### src/rtl/adc_seq_ctrl.sv
module adc_seq_ctrl #(
  parameter int DIV   = 8,
  parameter int GAP   = 4,
  parameter int RES_W = 12
) (
  input  logic             clk,
  input  logic             rst_n,
  input  logic             req,
  input  logic             single_end,
  input  logic [2:0]       chan,
  input  logic             miso,
  output logic             cs_n,
  output logic             sclk,
  output logic             mosi,
  output logic             busy,
  output logic             done,
  output logic [RES_W-1:0] result
);
  localparam int HALF  = DIV / 2;
  localparam int CMD_W = 5;
  localparam int SKIP  = CMD_W + 1;
  localparam int FRAME = SKIP + RES_W;
  localparam int DW    = $clog2(DIV) + 1;
  localparam int BW    = $clog2(FRAME) + 1;
  localparam int GW    = $clog2(GAP + 2) + 1;

  typedef enum logic [1:0] {S_IDLE, S_XFER, S_GAP} st_t;

  st_t              st;
  logic [DW-1:0]    div_cnt;
  logic [BW-1:0]    bit_idx;
  logic [CMD_W-1:0] cmd_sh;
  logic [GW-1:0]    gap_cnt;
  logic [RES_W-1:0] shreg;

  wire rise = (st == S_XFER) && (div_cnt == DW'(HALF - 1));
  wire last = (st == S_XFER) && (div_cnt == DW'(DIV - 1));
  wire fin  = last && (bit_idx == BW'(FRAME - 1));

  assign busy = (st != S_IDLE);
  assign cs_n = (st != S_XFER);
  assign sclk = (st == S_XFER) && (div_cnt >= DW'(HALF));
  assign mosi = (st == S_XFER) && cmd_sh[CMD_W-1];

  always_ff @(posedge clk or negedge rst_n) begin
    if (!rst_n) begin
      st      <= S_IDLE;
      div_cnt <= '0;
      bit_idx <= '0;
      cmd_sh  <= '0;
      gap_cnt <= '0;
      shreg   <= '0;
      result  <= '0;
      done    <= 1'b0;
    end else begin
      done <= 1'b0;
      case (st)
        S_IDLE: if (req) begin
          cmd_sh  <= {1'b1, single_end, chan};
          div_cnt <= '0;
          bit_idx <= '0;
          st      <= S_XFER;
        end
        S_XFER: begin
          div_cnt <= last ? '0 : div_cnt + 1'b1;
          if (rise && bit_idx >= BW'(SKIP))
            shreg <= {shreg[RES_W-2:0], miso};
          if (last) begin
            bit_idx <= bit_idx + 1'b1;
            cmd_sh  <= {cmd_sh[CMD_W-2:0], 1'b0};
          end
          if (fin) begin
            result  <= shreg;
            done    <= 1'b1;
            gap_cnt <= '0;
            st      <= S_GAP;
          end
        end
        S_GAP: begin
          gap_cnt <= gap_cnt + 1'b1;
          if (gap_cnt == GW'(GAP - 1)) st <= S_IDLE;
        end
        default: st <= S_IDLE;
      endcase
    end
  end

  logic [GW-1:0] hi_cnt;
  always_ff @(posedge clk or negedge rst_n) begin
    if (!rst_n) hi_cnt <= GW'(GAP + 1);
    else if (!cs_n) hi_cnt <= '0;
    else if (hi_cnt < GW'(GAP + 1)) hi_cnt <= hi_cnt + 1'b1;
  end

  a_r4_sclk_idle_low: assert property (@(posedge clk) disable iff (!rst_n)
    cs_n |-> !sclk);
  a_r1_idle_quiet: assert property (@(posedge clk) disable iff (!rst_n)
    !busy |-> (cs_n && !done));
  a_r6_done_single: assert property (@(posedge clk) disable iff (!rst_n)
    done |=> !done);
  a_r6_result_held: assert property (@(posedge clk) disable iff (!rst_n)
    !done |-> $stable(result));
  a_r3_mosi_steady_high: assert property (@(posedge clk) disable iff (!rst_n)
    (!cs_n && sclk && $past(sclk)) |-> $stable(mosi));
  a_r7_min_gap: assert property (@(posedge clk) disable iff (!rst_n)
    $fell(cs_n) |-> (hi_cnt >= GW'(GAP + 1)));
  a_r2_busy_framed: assert property (@(posedge clk) disable iff (!rst_n)
    !cs_n |-> busy);
endmodule

### config.mk
export PLATFORM = sky130hd
export DESIGN_NAME = adc_seq_ctrl
export DESIGN_NICKNAME = d
export VERILOG_FILES = /design/src/rtl/adc_seq_ctrl.sv
export SDC_FILE = /design/constraint.sdc
export NUM_CORES = 1
export LEC_CHECK = 0
export BUFFER_PORTS_ARGS = -buffer_cell sky130_fd_sc_hd__buf_2
export CAP_MARGIN = 20
export CORE_UTILIZATION = 40
export CTS_BUF_LIST = sky130_fd_sc_hd__clkbuf_16
export CTS_CLUSTER_SIZE = 20
export DETAILED_ROUTE_END_ITERATION = 12
export GPL_TIMING_DRIVEN = 1
export PLACE_DENSITY_LB_ADDON = 0.12
export RECOVER_POWER = 100
export SLEW_MARGIN = 20
export SYNTH_ARGS = -nofsm -noshare
export SYNTH_HDL_FRONTEND = slang
export SYNTH_SLANG_ARGS = --single-unit
### constraint.sdc
create_clock -name clk -period 2.1 [get_ports clk]
set_input_delay 0.315 -clock clk [delete_from_list [all_inputs] [get_ports clk]]
set_output_delay 0.315 -clock clk [all_outputs]
set_load 0.05 [all_outputs]
==> metrics <==
DIE AREA 5591 µm²; Mapped Area about 2100 µm²; DRC violations left 0; I/O Buffers 24; Final min period 1.897 ns; FILL cells between 400 and 500; CTS Buffer Depth 2; worst endpoint required time roughly 1.8 ns; ys async rst share 100.0%; FF-to-FF setup slack approximately 0.22 ns; CTS buffer count 5; Setup TNS Final 0 ns; total gr overflow 0; warnings from Yosys 0; status completed; Clk Latency, worst-skew pair 0.28 ns; Syn Inst Count around 170; nature of the critical path startpoint register; area grow syn2layout 14.29%; RSZ-0062 raised after global routing false; Seq/Total Area, Yosys 54.34%; Crit Path Max Fanout 10; Antenna Violating Nets Remaining 0; worst slew pin tran between 0.8 and 0.9 ns; final wirelength between 3000 and 4000 µm; chip width between 70 and 80 µm; row cnt 26; dpl cells around 260; synth top area cells dfrtp_1, mux2_2, ha_1, mux2_4, nand2_1; vias in the first global route around 1.3k; die height about 75 µm; DP Wirelength 2719 µm; initial antenna violation count 0; worst slew margin relative to its limit between 40% and 50%; EDFF count, synth 0; Syn Area/Cell ~13 µm²; core area a little over 5000 µm²; Critical Path AT roughly 1.6 ns; crit share post-route 90.34%; Lkg Pwr around 1.1 nW; final cell count without fillers 270; post-synthesis net count around 180; Worst Hold Class primary input to register; Synth Flop Type dfrtp_1; clock root cell clkbuf_16; I/O pin total 25; max-slew violation count 0; Crit. End Element output port; drt first pass iters 4; WL per Instance 14.00 µm; CTS tree built; # setup viols final 0; antenna cells 0; gpl congestion a little under 0.8; GRT Total Usage around 16%; number of max-cap violations 0; routed vias/inst between 4 and 5; largest net degree at the start of global routing 19; critical path type register to output port; Iter 0 DRT Violations between 90 and 100; Yosys cell types 38; Worst VDD drop 0.0005228 V; Post CTS Setup Buffer Count 0; Initial Util just over 40%; Setup Skew ~0.0029 ns; DR vias roughly 1.3k; Final Hold Viols 0; fmax about 530 MHz; clk slew on worst S/H paths 0.06 ns; area fraction of the dominant cell type after synthesis ~54%; area leader, netlist dfrtp_1; PwrDens ~1200 nW/µm²; first-pass GRT wire length 6492 µm; Yosys reg bits between 40 and 50; Final nets 212; share of layout cells above drive strength 1 25.00%; CTS sink count 46; H-tree depth 2
[through the flow]
step | area [µm²] | total power [W] | util, % | hold WS (ns) | setup WS [ns]
6_report | 2421 | 0.002901 | 47.40 | 0.2624 | 0.2029
5_1_grt | 2421 | 0.003100 | 47.40 | 0.2655 | 0.1109
4_1_cts | 2475 | 0.002969 | 48.46 | 0.2611 | 0.2193
3_5_place_dp | 2322 | 0.002195 | 45.47 | 0.2558 | 0.2380
3_3_place_gp | 2322 | 0.002158 | 45.47 | 0.2495 | 0.2695
2_1_floorplan | 2118 | 0.001965 | - | 0.01941 | 0.3332
[where the power goes]
| group | switching [W] | internal [W] |
|---|---|---|
| Combinational | 0.000522 | 0.000356 |
| Sequential | 0.000190 | 0.00108 |
| Clock | 0.000317 | 0.000436 |
| Total | 0.00103 | 0.00187 |
[worst max-delay path, stage by stage, from the launching register on]
cell and delay [ns]:
dfrtp_1 0.47, and2b_1 0.24, inv_4 0.11, clkbuf_1 0.48
[final cells by class]
| cell class | count | area [µm²] | share of cell area, % |
|---|---|---|---|
| flip-flops and latches | 46 | 1151 | 47.55 |
| multi-input cells | 107 | 860.8 | 35.56 |
| inverters | 7 | 28.78 | 1.189 |
| clock buffers | 5 | 125.1 | 5.168 |
| clock inverters | 3 | 17.52 | 0.7235 |
| well taps | 70 | 87.58 | 3.618 |
| repair buffers | 32 | 150.1 | 6.202 |
[routing by layer]
layer  GRT usage (%)  up-vias  routed length [µm]
met5               0        -                   0
met4           5.241        0                  55
met3           5.087       10                 168
met2           23.52       29                1724
met1           21.90      658                1833
li1                -      652                   -
[cells by family after synthesis]
family | Yosys count | synth area share, %
mux | 34 | 18.55
compound gates | 21 | 7.029
buf+inv | 13 | 4.016
xor+xnor | 2 | 0.8271
simple gates | 45 | 12.29
flops | 46 | 54.34
fa+ha+maj | 5 | 2.953
[Yosys cell counts (2+ instances only)]
cell type	n
dfrtp_1	46
mux2_2	24
nand3b_1	2
nand2b_1	6
buf_6	4
o21ai_0	7
mux2_1	2
nor3b_1	2
inv_1	5
ha_1	5
a21oi_1	4
o21bai_1	2
nand4b_1	3
mux2_4	4
nor2_1	5
xor2_1	2
mux2i_1	4
o22ai_1	3
nand3_1	5
nand2_1	13
[cells in the final DEF, fill, tap and decap left out, drive strengths merged, types with 2 or more instances in the layout]
cell type  instances
nand3b             2
o22ai              3
o21ai              7
dfrtp             46
nor3b              2
inv                8
mux2i              4
nand2             13
o21bai             2
nand3              5
xor2               2
clkinv             2
a21oi              4
clkbuf            27
nor2               5
buf                9
nand2b             6
ha                 5
mux2              30
nand4b             3
[timing repair]
item | CTS | global route
endpoints found under the setup margin | 0 | 0
hold endpoints to repair | 14 | 0
resized for setup | 0 | 0
hold buffers | 1 | 0
[worst paths after layout]
check	start	cells after the start	endpoint
worst max-delay path	st[0]	3	cs_n
worst min-delay path	miso	2	shreg[0]
worst max register to register	bit_idx[0]	6	shreg[9]
worst min register to register	result[3]	1	result[3]
max in group asynchronous	rst_n	3	cmd_sh[1]
min in group asynchronous	rst_n	2	div_cnt[0]
[registers in the layout, summed over array words and instances, names as in the netlist]
register	count
shreg	12
div_cnt	4
st	2
bit_idx	6
done	1
result	12
cmd_sh	5
gap_cnt	4
No activity file was read; power rests on OpenSTA's default activity.
